## config.mk

```make
export PLATFORM = sky130hd
export DESIGN_NAME = greedy_local_search
export DESIGN_NICKNAME = d
export VERILOG_FILES = /design/src/rtl/gls_pkg.sv /design/src/rtl/gls_store.sv /design/src/rtl/gls_cost.sv /design/src/rtl/gls_ctrl.sv /design/src/rtl/greedy_local_search.sv
export SDC_FILE = /design/constraint.sdc
export NUM_CORES = 1
export LEC_CHECK = 0
export ABC_AREA = 1
export BUFFER_PORTS_ARGS = -buffer_cell sky130_fd_sc_hd__buf_2
export CAP_MARGIN = 30
export CORE_UTILIZATION = 53
export DETAILED_ROUTE_END_ITERATION = 10
export GPL_TIMING_DRIVEN = 0
export HOLD_SLACK_MARGIN = 0.12
export PLACE_DENSITY_LB_ADDON = 0.1
export SKIP_CTS_REPAIR_TIMING = 1
export SLEW_MARGIN = 5
export SYNTH_ARGS = -nofsm -noshare
export SYNTH_HDL_FRONTEND = slang
export SYNTH_SLANG_ARGS = --single-unit
```

## constraint.sdc

```tcl
create_clock -name clk -period 17.2 [get_ports clk]
set_input_delay 0 -clock clk [delete_from_list [all_inputs] [get_ports clk]]
set_output_delay 0 -clock clk [all_outputs]
set_load 0.02 [all_outputs]
```

## src/rtl/gls_pkg.sv

```systemverilog
`timescale 1ns/1ps
package gls_pkg;

  typedef enum logic [2:0] {
    ST_IDLE,
    ST_LOAD,
    ST_EVAL,
    ST_UPDATE,
    ST_DONE
  } gls_state_e;

  localparam logic [1:0] KIND_Y     = 2'd0;
  localparam logic [1:0] KIND_H     = 2'd1;
  localparam logic [1:0] KIND_START = 2'd2;

  // level code to signed amplitude: 0:-3 1:-1 2:+1 3:+3
  function automatic logic signed [2:0] lvl_of(input logic [1:0] code);
    logic signed [2:0] v;
    case (code)
      2'd0:    v = -3'sd3;
      2'd1:    v = -3'sd1;
      2'd2:    v = 3'sd1;
      default: v = 3'sd3;
    endcase
    return v;
  endfunction

endpackage

```

## src/rtl/gls_store.sv

```systemverilog
`timescale 1ns/1ps
module gls_store
  import gls_pkg::*;
#(
  parameter int N   = 4,
  parameter int M   = 4,
  parameter int NS  = 4,
  parameter int DW  = 8,
  parameter int IW  = 2,
  parameter int LDW = 8,
  localparam int XW = 2 * N
) (
  input  logic                clk,
  input  logic                rst_n,
  input  logic                busy_i,
  input  logic                ld_en_i,
  input  logic [1:0]          ld_kind_i,
  input  logic [IW-1:0]       ld_row_i,
  input  logic [IW-1:0]       ld_col_i,
  input  logic [LDW-1:0]      ld_data_i,
  output logic [M*DW-1:0]     y_o,
  output logic [M*N*DW-1:0]   h_o,
  output logic [NS*XW-1:0]    st_o
);

  logic [M*DW-1:0]   y_q,  y_d;
  logic [M*N*DW-1:0] h_q,  h_d;
  logic [NS*XW-1:0]  st_q, st_d;
  logic              wr_en;

  assign wr_en = ld_en_i && !busy_i;

  always_comb begin
    int ri;
    int ci;
    ri   = int'(ld_row_i);
    ci   = int'(ld_col_i);
    y_d  = y_q;
    h_d  = h_q;
    st_d = st_q;
    case (ld_kind_i)
      KIND_Y:     if (ri < M) y_d[ri*DW +: DW] = ld_data_i[DW-1:0];
      KIND_H:     if (ri < M && ci < N) h_d[(ri*N+ci)*DW +: DW] = ld_data_i[DW-1:0];
      KIND_START: if (ri < NS) st_d[ri*XW +: XW] = ld_data_i[XW-1:0];
      default:    ;
    endcase
  end

  always_ff @(posedge clk or negedge rst_n) begin
    if (!rst_n) begin
      y_q  <= '0;
      h_q  <= '0;
      st_q <= '0;
    end else if (wr_en) begin
      y_q  <= y_d;
      h_q  <= h_d;
      st_q <= st_d;
    end
  end

  assign y_o  = y_q;
  assign h_o  = h_q;
  assign st_o = st_q;

  // operands frozen while a run is in progress
  p_frozen_busy_r9: assert property (@(posedge clk) disable iff (!rst_n)
    (busy_i && ld_en_i) |=> ($stable(y_q) && $stable(h_q) && $stable(st_q)));

endmodule

```

## src/rtl/gls_cost.sv

```systemverilog
`timescale 1ns/1ps
module gls_cost
  import gls_pkg::*;
#(
  parameter int N   = 4,
  parameter int M   = 4,
  parameter int DW  = 8,
  parameter int RIW = 2,
  parameter int AW  = 29,
  localparam int XW = 2 * N,
  localparam int PW = DW + 2,
  localparam int SW = PW + $clog2(N) + 1,
  localparam int QW = 2 * SW
) (
  input  logic              clk,
  input  logic              rst_n,
  input  logic              en_i,
  input  logic              first_i,
  input  logic [RIW-1:0]    row_i,
  input  logic [M*DW-1:0]   y_i,
  input  logic [M*N*DW-1:0] h_i,
  input  logic [XW-1:0]     cand_i,
  output logic [AW-1:0]     acc_o
);

  logic signed [SW-1:0] dot;
  logic signed [SW-1:0] res;
  logic signed [QW-1:0] sq;
  logic [AW-1:0]        acc_q, acc_d;

  // residual of one channel row, squared
  always_comb begin
    int ri;
    ri  = int'(row_i);
    dot = '0;
    for (int j = 0; j < N; j++) begin
      dot = dot + SW'(PW'($signed(h_i[(ri*N+j)*DW +: DW])) * PW'(lvl_of(cand_i[2*j +: 2])));
    end
    res   = SW'($signed(y_i[ri*DW +: DW])) - dot;
    sq    = QW'(res) * QW'(res);
    acc_d = (first_i ? '0 : acc_q) + AW'($unsigned(sq));
  end

  always_ff @(posedge clk or negedge rst_n) begin
    if (!rst_n) acc_q <= '0;
    else if (en_i) acc_q <= acc_d;
  end

  assign acc_o = acc_q;

  // partial sums of one candidate never wrap downward
  p_acc_grows_r2: assert property (@(posedge clk) disable iff (!rst_n)
    (en_i && !first_i) |=> (acc_q >= $past(acc_q)));

endmodule

```

## src/rtl/gls_ctrl.sv

```systemverilog
`timescale 1ns/1ps
module gls_ctrl
  import gls_pkg::*;
#(
  parameter int N      = 4,
  parameter int M      = 4,
  parameter int NS     = 4,
  parameter int PASSES = 2,
  parameter int RIW    = 2,
  parameter int AW     = 29,
  localparam int XW  = 2 * N,
  localparam int SIW = (NS > 1) ? $clog2(NS) : 1,
  localparam int JIW = (N > 1) ? $clog2(N) : 1,
  localparam int PIW = $clog2(PASSES + 1)
) (
  input  logic              clk,
  input  logic              rst_n,
  input  logic              start_i,
  input  logic [AW-1:0]     acc_i,
  input  logic [NS*XW-1:0]  st_i,
  output logic [XW-1:0]     cand_o,
  output logic [RIW-1:0]    row_o,
  output logic              en_o,
  output logic              first_o,
  output logic              busy_o,
  output logic              done_o,
  output logic [XW-1:0]     x_o,
  output logic [AW-1:0]     cost_o
);

  gls_state_e      state_q, state_d;
  logic [SIW-1:0]  s_q, s_d;
  logic [PIW-1:0]  pass_q, pass_d;
  logic            k0_q, k0_d;
  logic [JIW-1:0]  j_q, j_d;
  logic [1:0]      t_q, t_d;
  logic [RIW-1:0]  r_q, r_d;
  logic [XW-1:0]   cur_q, cur_d, bn_q, bn_d, best_q, best_d, res_x_q, res_x_d;
  logic [AW-1:0]   cur_cost_q, cur_cost_d, bn_cost_q, bn_cost_d;
  logic [AW-1:0]   best_cost_q, best_cost_d, res_cost_q, res_cost_d;
  logic            cur_ok_q, cur_ok_d, best_ok_q, best_ok_d;

  logic [XW-1:0]   cand, nb_x, fin_x;
  logic [AW-1:0]   nb_c, fin_c;
  logic [1:0]      cur_sel, alt;
  logic            better, last_nb, last_pass, take_best;

  // candidate: current point, or current point with one component replaced
  always_comb begin
    cur_sel = cur_q[int'(j_q)*2 +: 2];
    alt     = t_q + {1'b0, (t_q >= cur_sel)};
    cand    = cur_q;
    if (!k0_q) begin
      for (int j = 0; j < N; j++) begin
        if (JIW'(j) == j_q) cand[2*j +: 2] = alt;
      end
    end
  end

  always_comb begin
    better    = acc_i < bn_cost_q;
    nb_x      = better ? cand : bn_q;
    nb_c      = better ? acc_i : bn_cost_q;
    last_nb   = (j_q == JIW'(N-1)) && (t_q == 2'd2);
    last_pass = (pass_q == PIW'(PASSES-1));
    take_best = !best_ok_q || (nb_c < best_cost_q);
    fin_x     = take_best ? nb_x : best_q;
    fin_c     = take_best ? nb_c : best_cost_q;
  end

  // next-state process
  always_comb begin
    state_d = state_q;  s_d = s_q;  pass_d = pass_q;  k0_d = k0_q;
    j_d = j_q;  t_d = t_q;  r_d = r_q;
    cur_d = cur_q;  cur_cost_d = cur_cost_q;  cur_ok_d = cur_ok_q;
    bn_d = bn_q;  bn_cost_d = bn_cost_q;
    best_d = best_q;  best_cost_d = best_cost_q;  best_ok_d = best_ok_q;
    res_x_d = res_x_q;  res_cost_d = res_cost_q;
    case (state_q)
      ST_IDLE: begin
        if (start_i) begin
          state_d   = ST_LOAD;
          s_d       = '0;
          best_ok_d = 1'b0;
        end
      end
      ST_LOAD: begin
        cur_d    = st_i[int'(s_q)*XW +: XW];
        cur_ok_d = 1'b0;
        k0_d     = 1'b1;
        pass_d   = '0;
        r_d      = '0;
        state_d  = ST_EVAL;
      end
      ST_EVAL: begin
        if (r_q == RIW'(M-1)) begin
          r_d     = '0;
          state_d = ST_UPDATE;
        end else begin
          r_d = r_q + 1'b1;
        end
      end
      ST_UPDATE: begin
        state_d = ST_EVAL;
        if (k0_q) begin
          cur_cost_d = acc_i;
          cur_ok_d   = 1'b1;
          bn_d       = cur_q;
          bn_cost_d  = acc_i;
          k0_d       = 1'b0;
          j_d        = '0;
          t_d        = '0;
        end else begin
          bn_d      = nb_x;
          bn_cost_d = nb_c;
          if (!last_nb) begin
            if (t_q == 2'd2) begin
              t_d = '0;
              j_d = j_q + 1'b1;
            end else begin
              t_d = t_q + 1'b1;
            end
          end else begin
            cur_d      = nb_x;
            cur_cost_d = nb_c;
            t_d        = '0;
            j_d        = '0;
            if (!last_pass) begin
              pass_d = pass_q + 1'b1;
            end else begin
              best_d      = fin_x;
              best_cost_d = fin_c;
              best_ok_d   = 1'b1;
              if (s_q == SIW'(NS-1)) begin
                state_d    = ST_DONE;
                res_x_d    = fin_x;
                res_cost_d = fin_c;
              end else begin
                s_d     = s_q + 1'b1;
                state_d = ST_LOAD;
              end
            end
          end
        end
      end
      ST_DONE: state_d = ST_IDLE;
      default: state_d = ST_IDLE;
    endcase
  end

  // register process
  always_ff @(posedge clk or negedge rst_n) begin
    if (!rst_n) begin
      state_q <= ST_IDLE;  s_q <= '0;  pass_q <= '0;  k0_q <= 1'b0;
      j_q <= '0;  t_q <= '0;  r_q <= '0;
      cur_q <= '0;  cur_cost_q <= '0;  cur_ok_q <= 1'b0;
      bn_q <= '0;  bn_cost_q <= '0;
      best_q <= '0;  best_cost_q <= '0;  best_ok_q <= 1'b0;
      res_x_q <= '0;  res_cost_q <= '0;
    end else begin
      state_q <= state_d;  s_q <= s_d;  pass_q <= pass_d;  k0_q <= k0_d;
      j_q <= j_d;  t_q <= t_d;  r_q <= r_d;
      cur_q <= cur_d;  cur_cost_q <= cur_cost_d;  cur_ok_q <= cur_ok_d;
      bn_q <= bn_d;  bn_cost_q <= bn_cost_d;
      best_q <= best_d;  best_cost_q <= best_cost_d;  best_ok_q <= best_ok_d;
      res_x_q <= res_x_d;  res_cost_q <= res_cost_d;
    end
  end

  assign cand_o  = cand;
  assign row_o   = r_q;
  assign en_o    = (state_q == ST_EVAL);
  assign first_o = (r_q == '0);
  assign busy_o  = (state_q != ST_IDLE);
  assign done_o  = (state_q == ST_DONE);
  assign x_o     = res_x_q;
  assign cost_o  = res_cost_q;

  function automatic int coords_changed(input logic [XW-1:0] a, input logic [XW-1:0] b);
    int n;
    n = 0;
    for (int j = 0; j < N; j++) if (a[2*j +: 2] != b[2*j +: 2]) n++;
    return n;
  endfunction

  // a move touches at most one component
  p_one_coord_r3: assert property (@(posedge clk) disable iff (!rst_n)
    (cur_ok_q && $past(cur_ok_q)) |-> (coords_changed(cur_q, $past(cur_q)) <= 1));

  // current cost never rises within a start
  p_cost_nonincr_r4: assert property (@(posedge clk) disable iff (!rst_n)
    (cur_ok_q && $past(cur_ok_q)) |-> (cur_cost_q <= $past(cur_cost_q)));

  // best cost over starts never rises within a run
  p_best_nonincr_r7: assert property (@(posedge clk) disable iff (!rst_n)
    (best_ok_q && $past(best_ok_q)) |-> (best_cost_q <= $past(best_cost_q)));

  // done is a single-cycle pulse
  p_done_pulse_r8: assert property (@(posedge clk) disable iff (!rst_n)
    done_o |=> !done_o);

  // an accepted start makes the block busy
  p_busy_follows_r8: assert property (@(posedge clk) disable iff (!rst_n)
    (!busy_o && start_i) |=> busy_o);

endmodule

```

## src/rtl/greedy_local_search.sv

```systemverilog
`timescale 1ns/1ps
module greedy_local_search #(
  parameter int N      = 4,
  parameter int M      = 4,
  parameter int NS     = 4,
  parameter int PASSES = 2,
  parameter int DW     = 8,
  localparam int XW  = 2 * N,
  localparam int LDW = (DW > XW) ? DW : XW,
  localparam int MX  = (M > N) ? ((M > NS) ? M : NS) : ((N > NS) ? N : NS),
  localparam int IW  = (MX > 1) ? $clog2(MX) : 1,
  localparam int RIW = (M > 1) ? $clog2(M) : 1,
  localparam int SW  = DW + 2 + $clog2(N) + 1,
  localparam int AW  = 2 * SW + $clog2(M) + 1
) (
  input  logic            clk,
  input  logic            rst_n,
  input  logic            ld_en,
  input  logic [1:0]      ld_kind,
  input  logic [IW-1:0]   ld_row,
  input  logic [IW-1:0]   ld_col,
  input  logic [LDW-1:0]  ld_data,
  input  logic            start,
  output logic            busy,
  output logic            done,
  output logic [XW-1:0]   x_out,
  output logic [AW-1:0]   cost_out
);

  logic [M*DW-1:0]   y_w;
  logic [M*N*DW-1:0] h_w;
  logic [NS*XW-1:0]  st_w;
  logic [XW-1:0]     cand_w;
  logic [RIW-1:0]    row_w;
  logic              en_w, first_w;
  logic [AW-1:0]     acc_w;

  gls_store #(.N(N), .M(M), .NS(NS), .DW(DW), .IW(IW), .LDW(LDW)) u_store (
    .clk(clk), .rst_n(rst_n), .busy_i(busy), .ld_en_i(ld_en), .ld_kind_i(ld_kind),
    .ld_row_i(ld_row), .ld_col_i(ld_col), .ld_data_i(ld_data),
    .y_o(y_w), .h_o(h_w), .st_o(st_w)
  );

  gls_cost #(.N(N), .M(M), .DW(DW), .RIW(RIW), .AW(AW)) u_cost (
    .clk(clk), .rst_n(rst_n), .en_i(en_w), .first_i(first_w), .row_i(row_w),
    .y_i(y_w), .h_i(h_w), .cand_i(cand_w), .acc_o(acc_w)
  );

  gls_ctrl #(.N(N), .M(M), .NS(NS), .PASSES(PASSES), .RIW(RIW), .AW(AW)) u_ctrl (
    .clk(clk), .rst_n(rst_n), .start_i(start), .acc_i(acc_w), .st_i(st_w),
    .cand_o(cand_w), .row_o(row_w), .en_o(en_w), .first_o(first_w),
    .busy_o(busy), .done_o(done), .x_o(x_out), .cost_o(cost_out)
  );

endmodule

```

After elaboration in Yosys (flattened, before gate mapping)
Index checks and enable logic that the tools add are counted.

Word-level logic and storage cells: 167. Register bits after elaboration: 355.

Bitwise gates (word level): 1. Mux-type cells: 53. $lt $le $gt $ge: 3. Multipliers: 5. Equal/unequal tests: 29. Reduce and logical (&&, ||, !) cells: 29. Shift operators: 11. $add $sub $neg: 17.

Operators with widths (count): $shiftx A128 B9 Y8 (3); $bwmux W128 (1); $shift A8 B33 Y128 const A (1); $shiftx A128 B8 Y8 (1); $shiftx A8 B33 Y128 (1); $mux W29 (4); $bwmux W32 (2); $shiftx A32 B6 Y8 (2); $lt A29 B29 Y1 (2); $mux W8 (6); $mul A8 B3 Y11 (4); $add A13 B13 Y13 (3); $mux W2 (19); $pmux W3 S3 (4); $neg A32 Y33 (1); $neg A5 Y33 (1); $shift A8 B33 Y32 const A (1); $shiftx A8 B33 Y32 (1); $add A29 B26 Y29 (1); $mul A13 B13 Y26 (1); $eq A2 B2 Y1 const B (9); $mux W3 (6); $pmux W8 S2 (1); $logic_not A2 Y1 (7); 32 further kinds (66).

Longest topological paths before layout
Depth in word-level cells: 14. Depth in mapped cells: 71. Depth with buffers taken out: 70.

Hierarchy
From an unflattened synthesis, not the netlist that was laid out.

Cells, all modules: 4275. Area total of the unflattened synthesis: 32117.1 µm².

Modules (own cells, without submodules): gls_cost (times used 1, cells an instance 2159, area an instance 15143.3 µm², seq. area each 725.7 µm²); gls_ctrl (times used 1, cells an instance 1143, area an instance 8643.3 µm², seq. area each 3353.2 µm²); gls_store (times used 1, cells an instance 973, area an instance 8330.5 µm², seq. area each 4804.6 µm²).

Worst setup path before layout
No wires, ideal clock.

Kind: reg-to-reg. From: reg u_ctrl.j_q[0]. To: reg u_cost.acc_q[27], in the netlist u_cost.acc_o[27]. Data arrival time: 13264 ps. Setup slack: 3808 ps. Buffers on the path: 1. Stages on the path, launching flop included: 71. Cells stage by stage: dfrtp_1 > inv_1 > o21ai_0 > a21oi_1 > a21oi_1 > ha_1 > o21ai_0 > nand2_1 > ha_1 > o21ai_1 > inv_1 > nand2_1 > fa_1 > fa_1 > inv_1 > ha_1 > inv_1 > fa_1 > (+35 left out) > o211ai_1 > a31oi_1 > o21ai_0 > a21boi_0 > xnor2_1 > ha_1 > nand2_1 > nor3_1 > nand3_1 > nand3_1 > nand3_1 > nand2_1 > nand2_1 > nand2_1 > nand2_1 > nand2_1 > nand3_1 > xor2_1.

Longest elaborated chain between the ends: 14.

RTL lines: from (decl) (line gls_ctrl.sv:35) `logic [JIW-1:0] j_q, j_d;`; from (signal assigned) (line gls_ctrl.sv:162) `j_q <= j_d; t_q <= t_d; r_q <= r_d;`; $shiftx A8 B4 Y2 (line gls_ctrl.sv:50) `cur_sel = cur_q[int'(j_q)*2 +: 2];`; $ge A2 B2 Y1 (line gls_ctrl.sv:51) `alt = t_q + {1'b0, (t_q >= cur_sel)};`; $add A2 B1 Y2 (line gls_ctrl.sv:51); $mux W2 (line gls_ctrl.sv:55) `if (JIW'(j) == j_q) cand[2*j +: 2] = alt;`; $mux W8 (*) (line gls_ctrl.sv:53) `if (!k0_q) begin`; $eq A2 B2 Y1, or another cell as far along (line gls_pkg.sv:19) `case (code)`; $pmux W3 S3 (line gls_pkg.sv:19); $mul A8 B3 Y11 (line gls_cost.sv:37) `dot = dot + SW'(PW'($signed(h_i[(ri*N+j)*DW +: DW])) * PW'(lvl_of(cand_i[2*j +: 2])));`; $add A13 B13 Y13 (2 in a row) (line gls_cost.sv:37); $add A13 B13 Y13 (*) (line gls_cost.sv:37); $sub A8 B13 Y13 (*) (line gls_cost.sv:39) `res = SW'($signed(y_i[ri*DW +: DW])) - dot;`; $mul A13 B13 Y26 (*) (line gls_cost.sv:40) `sq = QW'(res) * QW'(res);`; $add A29 B26 Y29 (*) (line gls_cost.sv:41) `acc_d = (first_i ? '0 : acc_q) + AW'($unsigned(sq));`; to (signal assigned) (line gls_cost.sv:45) `if (!rst_n) acc_q <= '0;`; to (signal assigned) (line gls_cost.sv:46) `else if (en_i) acc_q <= acc_d;`; to (decl) (line gls_cost.sv:29) `logic [AW-1:0] acc_q, acc_d;`.

Mark *: on every way between the ends. The rest lies on a longest branch, timed or not. A chain may end at the register's enable or synchronous reset.

Worst setup path after layout
From: reg u_ctrl.j_q[0]. To: reg u_cost.acc_q[25], in the netlist u_cost.acc_o[25].

The elaborated chain is that of the path after synthesis.

==> results_dict.tcl <==
set metrics [dict create \
    number_of_global_route_vias_before_repair 25040 \
    status "finished clean" \
    setup_total_negative_slack_ns 0 \
    finalCritPeriodShare_pct 90.18 \
    finalClockSkew_ns 0.03238 \
    antenna_cells 0 \
    die_area_um2 56400 \
    cp-start-kind "register" \
    setup_viols_final 0 \
    maximum_number_of_pins_on_one_net_before_global_route_repair 114 \
    worst_path_largest_cell_delay_ns 0.59 \
    global_route_wire_length_before_repair_um 128800 \
    critical_path.n_buffers_inverters 11 \
    grt_setup_unrepaired "false" \
    htreeDepth 2 \
    synth-edff-count 0 \
    synth.ff_latch_count 355 \
    worstPathArrival_ns 15.92 \
    num_cts_buffers 40 \
    worst_hold_startpoint "ld_row[1]" \
    total_congestion_overflow 0 \
    gr-usage-all-layers_pct 28.77 \
    path_delay_family "adder cells" \
    timing.setup.critical_path_class "register to register" \
    floorplan.initialDensity_pct 54.08 \
    synth_sequential_area_ratio_pct 30.22 \
    critPathRequiredTime_ns 17.61 \
    cts_sinks 355 \
    hold_violations 0 \
    synth.yosys.warnings 0 \
    cts.path.max_buffers 3 \
    synth_ff_type "sky130_fd_sc_hd__dfrtp_1" \
    drv.max_cap_violation_count 0 \
    drive_gt1_share_pct 7.934 \
    synth.net_count 4073 \
    layout-area-overhead-vs-synth_pct 10.12 \
    async_reset_ff_share_pct 100.0 \
    routed_wl_um 78800 \
    setup.worst_path.end_class "register" \
    routedWlPerCell_um 17.53 \
    std_cell_rows 85 \
    r2r_start "u_ctrl.j_q[0]" \
    netlist-cell-type-count 59 \
    chipWidth_um 237.5 \
    worst_slew_margin_rel_pct 42.97 \
    clock_tree.root_cell "sky130_fd_sc_hd__clkbuf_16" \
    number_of_antenna_violations_at_the_first_check_in_global_routing 1 \
    core_area_um2 54350 \
    final_period_minus_worst_setup_slack_ns 15.51 \
    port_buffers 56 \
    dr.first_iter.drc_count 1865 \
    first_pass_iters 5 \
    hold_path.class "input pin to register" \
    die_h_um 237.5 \
    antenna_violating_nets_post_route 0 \
    vias 24650 \
    worst-path-max-fanout 10 \
    clkLatencyLatePin_ns 0.58 \
    final_net_count 4197 \
    crit_top_cell "sky130_fd_sc_hd__fa_1" \
    syn_inst 3601 \
    setup.worst_path.start "u_ctrl.j_q[0]" \
    place_hpwl_um 62950 \
    synthesis.area_per_instance_um2 8.162 \
    critPathSlowestCell "sky130_fd_sc_hd__o21ai_0" \
    max_freq_mhz 64.47 \
    report.final.slew_viol_count 0 \
    clock_tree_from_tritoncts "done" \
    finalCoreUtilization_pct 59.56 \
    rd_place_congestion 0.9342 \
    max_slew.worst_pin.slew_ns 0.8498 \
    viasPerCell 5.484 \
    clk_pin_slew_worst_paths_ns 0.06 \
    area_of_the_mapped_netlist_um2 29390 \
    final.hold.worst_slack_ns 0.08630 \
    drc 0 \
    boundaryPins 57 \
]
==> layout by cell type, fill, tap and decap left out, drive strengths merged, types with 10 or more instances in the layout <==
cell type	n
a21oi	145
a22oi	28
a32oi	16
buf	106
clkbuf	141
clkinv	10
dfrtp	355
dlygate4sd3	22
fa	216
ha	238
inv	575
mux2	40
nand2	819
nand3	191
nand4	12
nor2	262
nor3	34
o211ai	10
o21ai	326
o221ai	11
o31ai	16
or2	19
xnor2	37
xor2	51
==> cells in the mapped netlist, drive strengths merged, types with 10 or more instances <==
cell type    n  area share, %
dfrtp      355             30
a21oi      145            2.5
clkbuf      81            1.0
o211ai      10           0.27
or2         19           0.40
mux2        40            1.5
buf         46            1.0
nand2      819             11
o221ai      11           0.33
nor2       262            3.5
nand4       12           0.26
nor3        34           0.69
a32oi       16           0.50
nand3      191            3.8
a22oi       28           0.72
xnor2       37            1.1
ha         238             10
xor2        51            1.5
inv        575            7.3
fa         216             15
o21ai      326            5.6
o31ai       16           0.41
==> through the flow <==
stage	cell area (µm²)	setup WS [ns]	instances
2_1_floorplan	29390	3.808	3601
3_3_place_gp	30600	1.996	4396
3_5_place_dp	30690	1.849	4399
4_1_cts	32120	1.789	4472
5_1_grt	32370	0.6549	4495
6_report	32370	1.688	4495
==> sequential cells by signal (all words and copies together) (netlist names) <==
register,flops
u_cost.acc_o,29
u_ctrl.best_cost_q,29
u_ctrl.best_ok_q,1
u_ctrl.best_q,8
u_ctrl.bn_cost_q,29
u_ctrl.bn_q,8
u_ctrl.cost_o,29
u_ctrl.cur_q,8
u_ctrl.j_q,2
u_ctrl.k0_q,1
u_ctrl.pass_q,2
u_ctrl.row_o,2
u_ctrl.s_q,2
u_ctrl.state_q,3
u_ctrl.t_q,2
u_ctrl.x_o,8
u_store.h_o,128
u_store.st_o,32
u_store.y_o,32
==> final timing paths <==
kind	endpoint	depth (start not counted)	slack, ns
worst min-delay path	u_store.y_o[16]	5	0.09
max in group asynchronous	u_store.h_o[13]	5	15.51
worst max register to register	u_cost.acc_o[25]	68	1.69
worst min register to register	u_store.st_o[4]	2	0.47
min in group asynchronous	u_cost.acc_o[11]	4	0.61
worst max-delay path	u_cost.acc_o[25]	68	1.69
==> metal layers <==
| layer | vias up | global-route usage [%] | share of wire, % |
|---|---|---|---|
| li1 | 11770 | - | - |
| met1 | 11990 | 37.97 | 43 |
| met2 | 730 | 48.46 | 48 |
| met3 | 165 | 3.391 | 5.4 |
| met4 | 2 | 11.22 | 3.7 |
| met5 | - | 0 | 0.015 |
==> layout make-up <==
type | instances | area, µm²
Sequential cell | 355 | 8884
Buffer | 127 | 611.8
Fill cell | 4903 | 21980
Clock inverter | 13 | 211.5
Multi-Input combinational cell | 2542 | 17730
Timing Repair Buffer | 82 | 620.6
Inverter | 577 | 2166
Tap cell | 739 | 924.6
Clock buffer | 60 | 1217
==> cells by family (layout without fill, tap and decap cells) <==
kind of cell / Yosys count / after routing / share of synthesized area (%)
buffers and inverters: 704 / 859 / 9.450
DFF: 355 / 355 / 30.22
adders and majority gates: 454 / 454 / 24.84
muxes: 41 / 41 / 1.567
AOI/OAI and AO/OA: 610 / 610 / 11.76
xor gates and xnor gates: 88 / 88 / 2.648
and+or+nand+nor: 1349 / 1349 / 19.51
==> worst min-delay path, delay by kind of cell <==
| family | cells | cell delay, ns |
|---|---|---|
| buffers and inverters | 2 | 0.18 |
| multiplexers | 1 | 0.17 |
| AND/OR/NAND/NOR | 1 | 0.15 |
| adder cells (fa/ha/maj) | 1 | 0.14 |
Power is left out: the tool's default activity adds up to more than one toggle a clock period on the data nets, which glitch-free logic cannot reach.
